## config.mk

```make
export PLATFORM = sky130hd
export DESIGN_NAME = frac_div_top
export DESIGN_NICKNAME = d
export VERILOG_FILES = /design/src/rtl/frac_div_pkg.sv /design/src/rtl/frac_div_shadow.sv /design/src/rtl/frac_div_sdm.sv /design/src/rtl/frac_div_cnt.sv /design/src/rtl/frac_div_top.sv
export SDC_FILE = /design/constraint.sdc
export NUM_CORES = 1
export LEC_CHECK = 0
export ABC_AREA = 1
export BUFFER_PORTS_ARGS = -buffer_cell sky130_fd_sc_hd__buf_2
export CORE_ASPECT_RATIO = 1.4
export CORE_UTILIZATION = 56
export CTS_BUF_LIST = sky130_fd_sc_hd__clkbuf_4 sky130_fd_sc_hd__clkbuf_8
export CTS_CLUSTER_DIAMETER = 30
export CTS_CLUSTER_SIZE = 25
export DETAILED_ROUTE_END_ITERATION = 6
export PLACE_DENSITY_LB_ADDON = 0.08
export SLEW_MARGIN = 20
export SYNTH_ARGS = -nofsm -noshare
export SYNTH_HDL_FRONTEND = slang
export SYNTH_SLANG_ARGS = --single-unit
export TNS_END_PERCENT = 10
```

## constraint.sdc

```tcl
create_clock -name clk -period 2.9 [get_ports clk]
set_input_delay 0.725 -clock clk [delete_from_list [all_inputs] [get_ports clk]]
set_output_delay 0.725 -clock clk [all_outputs]
set_load 0.02 [all_outputs]
```

## src/rtl/frac_div_pkg.sv

```systemverilog
package frac_div_pkg;
  localparam int DEF_INT_W  = 8;
  localparam int DEF_FRAC_W = 8;
  localparam int MIN_RATIO  = 2;

  typedef enum logic {
    RUN_IDLE = 1'b0,
    RUN_ON   = 1'b1
  } run_e;
endpackage

```

## src/rtl/frac_div_shadow.sv

```systemverilog
module frac_div_shadow #(
  parameter int INT_W  = frac_div_pkg::DEF_INT_W,
  parameter int FRAC_W = frac_div_pkg::DEF_FRAC_W
) (
  input  logic              clk,
  input  logic              rst,
  input  logic              load,
  input  logic              adopt,
  input  logic [INT_W-1:0]  ratio_int,
  input  logic [FRAC_W-1:0] ratio_frac,
  output logic [INT_W-1:0]  act_n,
  output logic [FRAC_W-1:0] take_p
);
  function automatic logic [INT_W-1:0] clamp_ratio(input logic [INT_W-1:0] v);
    return (v < INT_W'(frac_div_pkg::MIN_RATIO)) ? INT_W'(frac_div_pkg::MIN_RATIO) : v;
  endfunction

  logic [INT_W-1:0]  stage_n;
  logic [FRAC_W-1:0] stage_p;
  logic [FRAC_W-1:0] act_p;
  logic              pend;
  logic [INT_W-1:0]  in_n;
  logic [INT_W-1:0]  take_n;

  always_comb begin
    in_n   = clamp_ratio(ratio_int);
    take_n = load ? in_n       : (pend ? stage_n : act_n);
    take_p = load ? ratio_frac : (pend ? stage_p : act_p);
  end

  always_ff @(posedge clk) begin
    if (rst) begin
      stage_n <= INT_W'(frac_div_pkg::MIN_RATIO);
      stage_p <= '0;
      act_n   <= INT_W'(frac_div_pkg::MIN_RATIO);
      act_p   <= '0;
      pend    <= 1'b0;
    end else if (adopt) begin
      act_n <= take_n;
      act_p <= take_p;
      pend  <= 1'b0;
    end else if (load) begin
      stage_n <= in_n;
      stage_p <= ratio_frac;
      pend    <= 1'b1;
    end
  end
endmodule

```

## src/rtl/frac_div_sdm.sv

```systemverilog
module frac_div_sdm #(
  parameter int FRAC_W = frac_div_pkg::DEF_FRAC_W
) (
  input  logic              clk,
  input  logic              rst,
  input  logic              start,
  input  logic              boundary,
  input  logic [FRAC_W-1:0] frac_in,
  output logic              sel
);
  function automatic logic [FRAC_W:0] acc_add(input logic [FRAC_W-1:0] a,
                                              input logic [FRAC_W-1:0] b);
    return {1'b0, a} + {1'b0, b};
  endfunction

  logic [FRAC_W-1:0] acc;
  logic [FRAC_W:0]   sum;

  always_comb sum = acc_add(acc, frac_in);

  always_ff @(posedge clk) begin
    if (rst || start) begin
      acc <= '0;
      sel <= 1'b0;
    end else if (boundary) begin
      acc <= sum[FRAC_W-1:0];
      sel <= sum[FRAC_W];
    end
  end
endmodule

```

## src/rtl/frac_div_cnt.sv

```systemverilog
module frac_div_cnt #(
  parameter int INT_W = frac_div_pkg::DEF_INT_W,
  localparam int CNT_W = INT_W + 1
) (
  input  logic             clk,
  input  logic             rst,
  input  logic             start,
  input  logic             running,
  input  logic             tick,
  input  logic [CNT_W-1:0] cycle_len,
  output logic             last,
  output logic             boundary
);
  logic [CNT_W-1:0] cnt;

  always_comb begin
    last     = running && (cnt == cycle_len - CNT_W'(1));
    boundary = tick && last;
  end

  always_ff @(posedge clk) begin
    if (rst || start) begin
      cnt <= '0;
    end else if (running && tick) begin
      cnt <= last ? '0 : cnt + CNT_W'(1);
    end
  end
endmodule

```

## src/rtl/frac_div_top.sv

```systemverilog
module frac_div_top #(
  parameter int INT_W  = frac_div_pkg::DEF_INT_W,
  parameter int FRAC_W = frac_div_pkg::DEF_FRAC_W
) (
  input  logic              clk,
  input  logic              rst,
  input  logic              tick_in,
  input  logic              load,
  input  logic [INT_W-1:0]  ratio_int,
  input  logic [FRAC_W-1:0] ratio_frac,
  output logic              div_pulse,
  output logic              sel_plus1
);
  localparam int CNT_W = INT_W + 1;

  function automatic logic [CNT_W-1:0] len_of(input logic [INT_W-1:0] n, input logic s);
    return {1'b0, n} + {{INT_W{1'b0}}, s};
  endfunction

  frac_div_pkg::run_e run_q;
  logic               running;
  logic               start;
  logic               boundary;
  logic               last;
  logic               sel;
  logic [INT_W-1:0]   act_n;
  logic [FRAC_W-1:0]  take_p;
  logic [CNT_W-1:0]   cycle_len;

  always_comb begin
    running   = (run_q == frac_div_pkg::RUN_ON);
    start     = load && !running;
    cycle_len = len_of(act_n, sel);
  end

  always_ff @(posedge clk) begin
    if (rst)       run_q <= frac_div_pkg::RUN_IDLE;
    else if (load) run_q <= frac_div_pkg::RUN_ON;
  end

  frac_div_shadow #(.INT_W(INT_W), .FRAC_W(FRAC_W)) shadow_i (
    .clk(clk), .rst(rst), .load(load), .adopt(boundary || start),
    .ratio_int(ratio_int), .ratio_frac(ratio_frac),
    .act_n(act_n), .take_p(take_p)
  );

  frac_div_sdm #(.FRAC_W(FRAC_W)) sdm_i (
    .clk(clk), .rst(rst), .start(start), .boundary(boundary),
    .frac_in(take_p), .sel(sel)
  );

  frac_div_cnt #(.INT_W(INT_W)) cnt_i (
    .clk(clk), .rst(rst), .start(start), .running(running), .tick(tick_in),
    .cycle_len(cycle_len), .last(last), .boundary(boundary)
  );

  assign div_pulse = last;
  assign sel_plus1 = sel;
endmodule

```

# ---- Word level (Yosys, flattened, before mapping)
# Cells that the tools add are included.
dict set report classes {
  n_eq_ne 1
  n_mux 6
  n_bitwise 1
  n_reduce_logical 11
  add_sub_neg 4
  order_cmp 1
}
# operator count
set ops {}
lappend ops {{$mux W8} 5}
lappend ops {{$add A8 B1 Y9} 1}
lappend ops {{$add A8 B8 Y9} 1}
lappend ops {{$add A9 B1 Y9 const B} 1}
lappend ops {{$eq A9 B9 Y1} 1}
lappend ops {{$mux W9} 1}
lappend ops {{$sub A9 B1 Y9 const B} 1}
lappend ops {{$lt A8 B2 Y1 const B} 1}
lappend ops {{$logic_and A1 B1 Y1} 4}
lappend ops {{$reduce_and A2 Y1} 2}
lappend ops {{$logic_or A1 B1 Y1} 2}
lappend ops {{$reduce_bool A2 Y1} 1}
lappend ops {{$reduce_or A2 Y1} 1}
lappend ops {{$logic_not A1 Y1} 1}
lappend ops {{$not A1 Y1} 1}
dict set report totals {
  output_inout_bits 2
  elab_cells 33
  ff_bits 52
  in_bits 20
}

# ---- Depth between registers and ports, before layout
# Gate-level depths: netlist (run 1).
dict set report logic_depth {
  depth_word 8
  depth_mapped 18
  ltp_nobuf 17
}

# ---- Modules after synthesis
# Synthesis (run 1) repeated with hierarchy kept, for this count alone.
dict set report hier_totals {
  cells_unflattened 458
  area_unflattened_um2 3305.7
}
# module cells_per_inst seq_area_each_um2 n_inst area_each_um2
set by_module_without_submodules {}
lappend by_module_without_submodules {frac_div_shadow 189 660.6 1 1485.2}
lappend by_module_without_submodules {frac_div_cnt 128 180.2 1 850.8}
lappend by_module_without_submodules {frac_div_sdm 101 180.2 1 744.5}
lappend by_module_without_submodules {frac_div_top 40 20.0 1 225.2}

# ---- Worst setup path after synthesis (run 1)
# OpenSTA, ideal clock, no wires.
dict set report synth_timing {
  kind {input port to flip-flop}
  startpoint {input load}
  endpoint {register sdm_i.sel}
  required_ps 2830
  arrival_time_ps 2879
  setup_ps 70
  path_buffers 2
  slack_ps -49
  cell_stages 13
  cell_sequence {clkbuf_1 buf_1 a22oi_1 nand2_1 ha_1 inv_1 fa_1 o21ai_0 a21oi_1 o21bai_1 and2_1 o21ai_0 a21oi_1}
}
dict set report synth_between {
  elab_chain_cells 2
  word_cells_on_any_way 4
  cone_classes {add/sub (1); mux (1); reduce/logical (2)}
}
# item line_no
set synth_rtl {}
lappend synth_rtl {{start: declaration} frac_div_top.sv:8} ;# input logic load,
lappend synth_rtl {{$mux W8} frac_div_shadow.sv:28} ;# take_p = load ? ratio_frac : (pend ? stage_p : act_p);
lappend synth_rtl {{net sdm_i.frac_in[0]} frac_div_sdm.sv:8} ;# input logic [FRAC_W-1:0] frac_in,
lappend synth_rtl {{$add A8 B8 Y9} frac_div_sdm.sv:13} ;# return {1'b0, a} + {1'b0, b};
lappend synth_rtl {{end signal: assignment} frac_div_sdm.sv:27} ;# sel <= sum[FRAC_W];
lappend synth_rtl {{end: declaration} frac_div_sdm.sv:9} ;# output logic sel
# The timed path passes the listed nets, and every way through them passes these cells.
# A chain may end at the register's enable or synchronous reset.

# ---- Final worst setup path (run 1)
dict set report layout_timing {
  startpoint {register sdm_i.sel}
  endpoint {output div_pulse}
}
dict set report layout_between {
  elab_chain_cells 4
}
# item line_no
set layout_rtl {}
lappend layout_rtl {{$add A8 B1 Y9} frac_div_top.sv:17} ;# return {1'b0, n} + {{INT_W{1'b0}}, s};
lappend layout_rtl {{$sub A9 B1 Y9} frac_div_cnt.sv:17} ;# last = running && (cnt == cycle_len - CNT_W'(1));
lappend layout_rtl {{$eq A9 B9 Y1} frac_div_cnt.sv:17}
lappend layout_rtl {{$logic_and A1 B1 Y1} frac_div_cnt.sv:17}
lappend layout_rtl {{end: declaration} frac_div_top.sv:11} ;# output logic div_pulse,
# Every way passes these cells.

==> impl_metrics.py, run 1 <==
metrics = {
    "sta": {
        "relSlewSlack": 0.6883,
        "setup_slack_ns": 0.1788,
        "max_freq_mhz": 367.5,
        "post-route-period-util": 0.9383,
        "skew_ns": 0.01075,
        "final_max_slew_viol_count": 0,
        "tns_ns": 0,
        "fin_crit_ns": 2.721,
        "setup_viol": 0,
        "worst_pin_slew_ns": 0.4671,
        "hold_viol": 0,
        "rsz0062_at_grt": "no",
    },
    "synth": {
        "synth_largest_area_cell": "dfxtp_1",
        "syn_avg_cell_area_um2": 6.645,
        "synth.top_cell.area_share": 0.3577,
        "synth-compound-area-share": 0.1204,
        "synthArstFlopShare": 0,
        "synthAdderAreaFrac": 0.05417,
        "seq_area_frac_synth": 0.3577,
        "synth_edf_count": 0,
        "synth_cell_types": 31,
        "syn_area_um2": 2910,
        "synth_xor_area_frac": 0.03912,
        "ys.flop_type": "dfxtp_1",
        "synth_cells": 438,
        "synth_top_family_by_area": "simple AND/OR/NAND/NOR gates",
        "yosysMostFrequentCell": "nand2_1",
        "ys_top_cells_by_count": "nand2_1, nor2_1, dfxtp_1, inv_1, a21oi_1",
        "netlist_top_cells_area": "dfxtp_1, nand2_1, nor2_1",
        "yosys.area_share.simple": 0.3426,
        "synthMuxAreaShare": 0,
        "ys_warn_count": 0,
        "synth_seq_cells": 52,
        "synth_nets": 470,
    },
    "placement": {
        "hpwlAfterDp_um": 4733,
        "place_ws_ns": 0.1335,
        "place_congestion": 0.8046,
        "io_buffers": 21,
        "dp_cells": 515,
        "dpl_cell_area_um2": 3069,
    },
    "finish": {
        "final_util": 0.6466,
        "stdcell_count": 524,
        "area_delta_synth_final_pct": 9.243,
        "drive_gt1_frac": 0.1217,
        "multi_input_area_um2": 1624,
        "regArea_um2": 1042,
        "fin_nets": 491,
        "nFillCells": 477,
        "fin_area_um2": 3179,
        "antenna_cells": 0,
    },
    "clocking": {
        "clock_path_buffers": 2,
        "htreeDepth": 2,
        "root_buffer": "clkbuf_8",
        "clk_pin_slew_ns": 0.10,
        "cts.sink_count": 52,
        "cts_hold_buf": 0,
        "cts_buffers": 5,
        "cts_tree": "done",
        "clk_latency_ns": 0.31,
    },
    "detailed_routing": {
        "ant_nets": 0,
        "drcViolationCount": 0,
        "drt_pass1_iterations": 5,
        "routed_via_density": 5.258,
        "drt_iter0_drc": 126,
        "routedWlPerCell_um": 12.25,
        "routed_wl_um": 6419,
        "routed-via-count": 2755,
    },
    "grt": {
        "antenna_found_initial": 0,
        "grt.total_usage": 0.2600,
        "grt_pass1_wl_um": 11320,
        "grt_pass1_vias": 2720,
        "grt_max_degree": 25,
        "grt_overflow": 0,
    },
    "job": {
        "cap_viol_max_count": 0,
    },
    "die": {
        "coreArea_um2": 4917,
        "die_area_um2": 5493,
        "dieWidth_um": 62.93,
        "rows": 30,
        "die_y_um": 87.30,
        "start_util": 0.5919,
        "io_pins": 22,
    },
    "outcome": {
        "outcome": "complete, no violations",
    },
    "power": {
        "leakagePower_nw": 1.528,
        "power_density_nw_per_um2": 458.6,
        "vdd_drop_max_uv": 316.1,
    },
    "hold_path": {
        "worstHoldPathType": "reg2reg",
    },
    "critical_path": {
        "startpoint_type": "flop",
        "cp.arrival_ns": 2.00,
        "critical_path.endpoint_type": "output port",
        "r2r_slack_ns": 0.33,
        "crit_path_max_fanout": 3,
        "crit_type": "reg2out",
        "worstPathRequired_ns": 2.17,
    },
}
## layout make-up
class                      count  area share
clock buffer                   6     0.02597
clock inverter                 2    0.004329
inverter                      45     0.05313
multi-input combinational    326      0.5108
sequential                    52      0.3278
tap                           64     0.02519
timing repair buffer          29     0.05274
## path summary, 6_finish.rpt
| path | cells past startpoint | end | from |
|---|---|---|---|
| setup / recovery | 10 | div_pulse | sdm_i.sel |
| hold / removal | 2 | shadow_i.stage_p[6] | shadow_i.stage_p[6] |
| setup reg to reg | 14 | shadow_i.stage_p[4] | sdm_i.sel |
| hold reg to reg | 2 | shadow_i.stage_p[6] | shadow_i.stage_p[6] |
## layout by cell type, fill, tap and decap left out, types with 2 or more instances in the layout
cell      netlist  layout
nand2_1       126     126
nor2_1         64      63
dfxtp_1        52      51
inv_1          38      38
a21oi_1        34      34
o21ai_0        21      21
nand3_1        20      20
buf_2           2      20
ha_1           11      10
nand4_1         9       9
buf_4           4       9
xor2_1          8       8
a22oi_1         7       7
inv_2           6       6
clkbuf_8        0       6
xnor2_1         5       5
nor3_1          5       5
nand2_4         3       3
nor2_2          1       2
nand3_2         2       2
or2_2           2       2
o211ai_1        2       2
## logic make-up after synthesis
| logic type | count (synthesis) |
|---|---|
| compound gates | 65 |
| xor+xnor | 13 |
| fa+ha+maj | 12 |
| buf+inv | 60 |
| flops | 52 |
| simple gates | 236 |
## state kept, by name, indices dropped and copies added, names as in the netlist
| signal | cells |
|---|---|
| sdm_i.sel | 1 |
| shadow_i.pend | 1 |
| shadow_i.stage_n | 8 |
| shadow_i.act_n | 8 |
| shadow_i.stage_p | 8 |
| run_q | 1 |
| shadow_i.act_p | 8 |
| sdm_i.acc | 8 |
| cnt_i.cnt | 9 |
## stage by stage
stage | hold WS [ns] | power, mW
after detailed placement | 0.4591 | 1.031
final | 0.4712 | 1.458
after CTS | 0.4734 | 1.466
after global placement | 0.4519 | 1.025
after global routing | 0.4884 | 1.538
after floorplan | 0.4392 | 0.9680
## per-layer routing
| metal | share of wire | track usage |
|---|---|---|
| met5 | 0 | 0 |
| met4 | 0.033 | 0.1311 |
| met3 | 0.020 | 0.03272 |
| met2 | 0.54 | 0.5161 |
| met1 | 0.40 | 0.2599 |
## critical path: stages, from the launching register on
cell,delay [ns]
dfxtp_2,0.35
inv_1,0.05
ha_1,0.22
ha_2,0.33
nor2_1,0.04
nor2_1,0.09
nand3_1,0.08
nor2_1,0.12
nand3_1,0.13
nor2_4,0.14
buf_4,0.15
## report_power, final
| part | internal [mW] | switching [mW] |
|---|---|---|
| sequential | 0.746 | 0.0215 |
| combinational | 0.0915 | 0.157 |
| clock | 0.196 | 0.246 |
## what timing repair did
action | in CTS | in global routing
resized for setup | 0 | 3
buffers inserted | 0 | 1
endpoints found under the setup margin | 0 | 1
No activity file was read; power rests on OpenSTA's default activity.
==> run 2: changes to the inputs <==
--- a/config.mk
+++ b/config.mk
@@ -5,10 +5,11 @@
 export SDC_FILE = /design/constraint.sdc
 export NUM_CORES = 1
 export LEC_CHECK = 0
-export ABC_AREA = 1
 export BUFFER_PORTS_ARGS = -buffer_cell sky130_fd_sc_hd__buf_2
+export CELL_PAD_IN_SITES_DETAIL_PLACEMENT = 0
+export CELL_PAD_IN_SITES_GLOBAL_PLACEMENT = 2
 export CORE_ASPECT_RATIO = 1.4
-export CORE_UTILIZATION = 56
+export CORE_UTILIZATION = 35
 export CTS_BUF_LIST = sky130_fd_sc_hd__clkbuf_4 sky130_fd_sc_hd__clkbuf_8
 export CTS_CLUSTER_DIAMETER = 30
 export CTS_CLUSTER_SIZE = 25
==> impl_metrics.py, run 2 <==
metrics = {
    "outcome": {
        "outcome": "finished, violations left",
        "violations": "setup timing",
    },
    "finish": {
        "nFillCells": 831,
        "regArea_um2": 1044,
        "area_delta_synth_final_pct": 21.02,
        "layout_commonest_cell": "nor2_1",
        "largest_register_ffs": 9,
        "stdcell_count": 455,
        "drive_gt1_frac": 0.2141,
        "fin_nets": 386,
        "multi_input_area_um2": 1827,
        "final_cell_mix": "nor2_1, dfxtp_1, mux2i_1",
        "regMostFlops": "cnt_i.cnt",
        "antenna_cells": 0,
    },
    "detailed_routing": {
        "drcViolationCount": 0,
        "drt_pass1_iterations": 4,
        "drt_iter0_drc": 83,
        "ant_nets": 0,
        "routed_via_density": 5.086,
        "routedWlPerCell_um": 14.98,
        "routed_wl_um": 6814,
        "routed-via-count": 2314,
    },
    "critical_path": {
        "cpMostUsedCell": "ha_4",
        "critical_path.endpoint_type": "output port",
        "max_stage_delay_ns": 0.49,
        "cp_top_family": "simple AND/OR/NAND/NOR gates",
        "startpoint_type": "flop",
        "crit_type": "reg2out",
        "worst-path-buf-inv": 2,
        "path_cells": "inv_2 > ha_4 > ha_4 > nand2b_4 > or4_4 > a311oi_4 > o311a_1 > buf_6",
        "crit_path_max_fanout": 4,
        "cp.arrival_ns": 2.20,
        "worstPathRequired_ns": 2.17,
        "slowest_stage": "or4_4",
    },
    "sta": {
        "max_freq_mhz": 342.1,
        "hold_viol": 0,
        "skew_ns": 0.01150,
        "tns_ns": -0.02273,
        "fin_crit_ns": 2.923,
        "rsz0062_at_grt": "yes",
        "setup_slack_ns": -0.02273,
        "setup_viol": 1,
        "final_max_slew_viol_count": 0,
        "worst_pin_slew_ns": 0.6704,
        "post-route-period-util": 1.008,
        "relSlewSlack": 0.5531,
    },
    "synth": {
        "syn_avg_cell_area_um2": 9.106,
        "ys_top_cells_by_count": "nor2_1, dfxtp_1, mux2i_1, nand2_1, xnor2_1",
        "ys.flop_type": "dfxtp_1",
        "ys_warn_count": 0,
        "netlist_top_cells_area": "dfxtp_1, mux2i_1, nor2_1",
        "synth_seq_cells": 52,
        "synth_nets": 349,
        "seq_area_frac_synth": 0.3606,
        "synth_cell_types": 47,
        "synth.top_cell.area_share": 0.3606,
        "synth_cells": 317,
        "synthArstFlopShare": 0,
        "yosysMostFrequentCell": "nor2_1",
        "synth_edf_count": 0,
        "syn_area_um2": 2887,
        "synth_largest_area_cell": "dfxtp_1",
    },
    "grt": {
        "antenna_found_initial": 0,
        "grt_overflow": 0,
        "grt_max_degree": 33,
        "grt.total_usage": 0.1742,
        "grt_pass1_wl_um": 11370,
        "grt_pass1_vias": 2388,
    },
    "die": {
        "dieWidth_um": 78.75,
        "start_util": 0.3657,
        "die_y_um": 109.5,
        "coreArea_um2": 7893,
        "die_area_um2": 8619,
        "io_pins": 22,
        "rows": 38,
    },
    "job": {
        "cap_viol_max_count": 0,
    },
    "power": {
        "vdd_drop_max_uv": 277.8,
        "finalPower_mw": 1.580,
        "power_density_nw_per_um2": 452.4,
        "leakagePower_nw": 1.437,
    },
    "hold_path": {
        "worstHoldPathType": "reg2reg",
    },
    "placement": {
        "io_buffers": 21,
        "place_congestion": 0.7480,
        "hpwlAfterDp_um": 5147,
        "dp_cells": 444,
    },
    "clocking": {
        "cts.sink_count": 52,
        "cts_tree": "done",
        "clk_latency_ns": 0.31,
        "htreeDepth": 2,
        "clk_pin_slew_ns": 0.10,
        "cts_buffers": 5,
        "root_buffer": "clkbuf_8",
        "clock_path_buffers": 2,
    },
}
## run 2: cell types whose count changed in the layout (fill, tap and decap cells not counted), sizes merged, moves of 8 or more
| cell | previous run | this run |
|---|---|---|
| o21ai | 21 | 13 |
| nand3 | 22 | 5 |
| nor2 | 66 | 53 |
| inv | 45 | 12 |
| xnor2 | 5 | 14 |
| buf | 29 | 45 |
| a211oi | 0 | 8 |
| nand2 | 130 | 14 |
| mux2i | 0 | 47 |
| a21oi | 34 | 6 |
## run 2: final timing paths
path              cells after the start  slack [ns]             endpoint              start
setup / recovery                      8       -0.02            div_pulse  shadow_i.act_n[0]
hold / removal                        2        0.51    shadow_i.act_p[7]  shadow_i.act_p[7]
setup reg to reg                     12        0.20  shadow_i.stage_p[2]  shadow_i.act_n[0]
hold reg to reg                       2        0.51    shadow_i.act_p[7]  shadow_i.act_p[7]
## run 2: metal layers
layer | up-vias | wire length (µm) | GRT usage
li1 | 1198 | - | -
met4 | 0 | 94 | 0.05556
met5 | - | 0 | 0
met1 | 1089 | 2760 | 0.1813
met3 | 6 | 133 | 0.02905
met2 | 21 | 3825 | 0.3472
## run 2: logic make-up after synthesis
family | Yosys count | share of synthesized area
adders and majority gates | 12 | 0.05462
DFF | 52 | 0.3606
buffers and inverters | 26 | 0.03944
xor gates and xnor gates | 18 | 0.05462
and+or+nand+nor | 113 | 0.1916
AOI/OAI and AO/OA | 49 | 0.1361
muxes | 47 | 0.1630
## run 2: cell type report
class	instances	share of cell area
Clock inverter	2	0.01110
Timing Repair Buffer	45	0.09778
Clock buffer	6	0.02185
Sequential cell	52	0.2987
Multi-Input combinational cell	239	0.5229
Tap cell	100	0.03582
Inverter	11	0.01182
## run 2: tightest hold or removal path: cells and delay by family, from the launching register on
kind             cells  cell delay, ns
and+or+nand+nor      1            0.07
DFF                  1            0.34
muxes                1            0.06
## run 2: what timing repair did
action                                  CTS  global route
setup buffers                             3             0
pin swaps                                 6             2
resized for setup                        14             4
hold buffers                              0             0
endpoints found under the setup margin    1            20
cloned                                    0             0
## run 2: power breakdown
| group | leakage, nW | total (mW) | switching, mW | internal [mW] |
|---|---|---|---|---|
| Combinational | 0.953 | 0.290 | 0.152 | 0.138 |
| Sequential | 0.424 | 0.763 | 0.0221 | 0.741 |
| Clock | 0.0592 | 0.527 | 0.256 | 0.271 |
## run 2: through the flow
stage          setup slack [ns]  hold slack [ns]  utilization  instance area, µm²
2_1_floorplan          -0.01829           0.4596            -                2902
3_3_place_gp           -0.01854           0.4738       0.4138                3266
3_5_place_dp           -0.05419           0.4866       0.4138                3266
4_1_cts                -0.05791           0.5114       0.4390                3465
5_1_grt                 -0.1318           0.5381       0.4426                3493
6_report               -0.02273           0.5056       0.4426                3493
==> run 3: changes to the inputs <==
--- a/config.mk
+++ b/config.mk
@@ -5,15 +5,15 @@
 export SDC_FILE = /design/constraint.sdc
 export NUM_CORES = 1
 export LEC_CHECK = 0
-export BUFFER_PORTS_ARGS = -buffer_cell sky130_fd_sc_hd__buf_2
 export CELL_PAD_IN_SITES_DETAIL_PLACEMENT = 0
 export CELL_PAD_IN_SITES_GLOBAL_PLACEMENT = 2
 export CORE_ASPECT_RATIO = 1.4
-export CORE_UTILIZATION = 35
+export CORE_UTILIZATION = 25
 export CTS_BUF_LIST = sky130_fd_sc_hd__clkbuf_4 sky130_fd_sc_hd__clkbuf_8
 export CTS_CLUSTER_DIAMETER = 30
 export CTS_CLUSTER_SIZE = 25
 export DETAILED_ROUTE_END_ITERATION = 6
+export DONT_BUFFER_PORTS = 1
 export PLACE_DENSITY_LB_ADDON = 0.08
 export SLEW_MARGIN = 20
 export SYNTH_ARGS = -nofsm -noshare
==> impl_metrics.py, run 3 (same netlist as run 2, synthesis figures left out) <==
metrics = {
    "finish": {
        "regMostFlops": "cnt_i.cnt",
        "antenna_cells": 0,
        "area_delta_synth_final_pct": 19.77,
        "nFillCells": 1235,
        "fin_area_um2": 3457,
        "final_util": 0.3065,
        "fin_nets": 366,
        "drive_gt1_frac": 0.1821,
        "final_cell_mix": "nor2_1, dfxtp_1, mux2i_1",
        "layout_commonest_cell": "nor2_1",
        "largest_register_ffs": 9,
    },
    "power": {
        "power_density_nw_per_um2": 454.2,
        "switching_share": 0.2699,
        "leakagePower_nw": 1.355,
        "combPwrFrac": 0.171,
        "vdd_drop_max_uv": 187.4,
        "p_seq_frac": 0.486,
        "clkPwrFrac": 0.343,
        "p_sw_mw": 0.4237,
        "internal_power_mw": 1.146,
    },
    "clocking": {
        "cts_hold_buf": 0,
        "root_buffer": "clkbuf_8",
        "clk_pin_slew_ns": 0.10,
        "clk_latency_ns": 0.32,
        "clock_path_buffers": 2,
        "htreeDepth": 2,
        "cts_buffers": 5,
        "cts.sink_count": 52,
        "cts_tree": "done",
    },
    "die": {
        "die_y_um": 129.1,
        "die_area_um2": 11990,
        "dieWidth_um": 92.82,
        "start_util": 0.2559,
        "rows": 46,
        "io_pins": 22,
        "coreArea_um2": 11280,
    },
    "detailed_routing": {
        "routed-via-count": 2237,
        "drt_pass1_iterations": 4,
        "routed_via_density": 4.670,
        "ant_nets": 0,
        "routedWlPerCell_um": 15.76,
        "routed_wl_um": 7547,
        "drt_iter0_drc": 82,
        "drcViolationCount": 0,
    },
    "sta": {
        "whs_ns": 0.4684,
        "post-route-period-util": 0.9797,
        "fin_crit_ns": 2.841,
        "max_freq_mhz": 352.0,
        "setup_viol": 0,
        "tns_ns": 0,
        "relSlewSlack": 0.6123,
        "final_max_slew_viol_count": 0,
        "rsz0062_at_grt": "yes",
        "worst_pin_slew_ns": 0.5815,
        "skew_ns": 0.01428,
        "hold_viol": 0,
        "setup_slack_ns": 0.05875,
    },
    "placement": {
        "hpwlAfterDp_um": 5491,
        "dpl_cell_area_um2": 3173,
        "place_ws_ns": 0.1146,
        "io_buffers": 0,
        "place_congestion": 0.7173,
    },
    "critical_path": {
        "crit_type": "reg2out",
        "cp.arrival_ns": 2.12,
        "critical_path.endpoint_type": "output port",
        "path_cells": "inv_2 > ha_4 > nor3b_2 > or4_4 > a311oi_4 > o311a_4",
        "worst-path-buf-inv": 1,
        "crit_path_max_fanout": 3,
        "slowest_stage": "or4_4",
        "cp_top_family": "simple AND/OR/NAND/NOR gates",
        "worstPathRequired_ns": 2.17,
        "startpoint_type": "flop",
        "max_stage_delay_ns": 0.50,
    },
    "grt": {
        "antenna_found_initial": 0,
        "grt_pass1_wl_um": 12200,
        "grt_max_degree": 37,
        "grt_overflow": 0,
        "grt.total_usage": 0.1339,
        "grt_pass1_vias": 2274,
    },
    "job": {
        "cap_viol_max_count": 0,
    },
    "hold_path": {
        "worstHoldPathType": "in2reg",
    },
    "outcome": {
        "outcome": "complete, no violations",
    },
}
-- run 3: path summary, 6_finish.rpt --
| check | slack, ns | end | from | cells after the start |
|---|---|---|---|---|
| setup / recovery | 0.06 | div_pulse | sdm_i.sel | 6 |
| hold / removal | 0.47 | shadow_i.stage_n[2] | rst | 1 |
| setup reg to reg | 0.12 | shadow_i.act_n[4] | sdm_i.sel | 12 |
| hold reg to reg | 0.51 | shadow_i.stage_n[7] | shadow_i.stage_n[7] | 2 |
-- run 3: timing repair --
item                                    4_1_cts  5_1_grt
cloned                                        0        0
resized for setup                            16        6
setup buffers                                 3        5
endpoints found under the setup margin        1       20
pin swaps                                     4        6
-- run 3: area by class of cell --
class	count	area [µm²]	share of cell area
tap	144	180.2	0.05212
multi-input combinational	239	1851	0.5353
timing repair buffer	25	225.2	0.06515
sequential	52	1045	0.3022
clock inverter	2	38.79	0.01122
inverter	11	41.29	0.01194
clock buffer	6	76.32	0.02208
-- run 3: through the flow --
stage               power [mW]  instances
CTS                      1.586        474
detailed placement       1.012        463
finish                   1.570        479
global route             1.648        479
floorplan               0.9553        317
global placement         1.012        463
-- run 3: routing by layer --
layer,part of all wire,track usage,vias to the layer above
met5,0,0,-
met1,0.42,0.1544,1051
met2,0.53,0.2383,26
met3,0.027,0.02758,11
li1,-,-,1149
met4,0.026,0.05701,0
-- run 3: power groups by stage --
stage / Combinational [mW] / Sequential [mW] / Clock (mW)
after floorplan: 0.183 / 0.772 / 0
after global placement: 0.233 / 0.779 / 0
after detailed placement: 0.233 / 0.779 / 0
after CTS: 0.252 / 0.764 / 0.570
after global routing: 0.296 / 0.767 / 0.585
final: 0.268 / 0.763 / 0.539
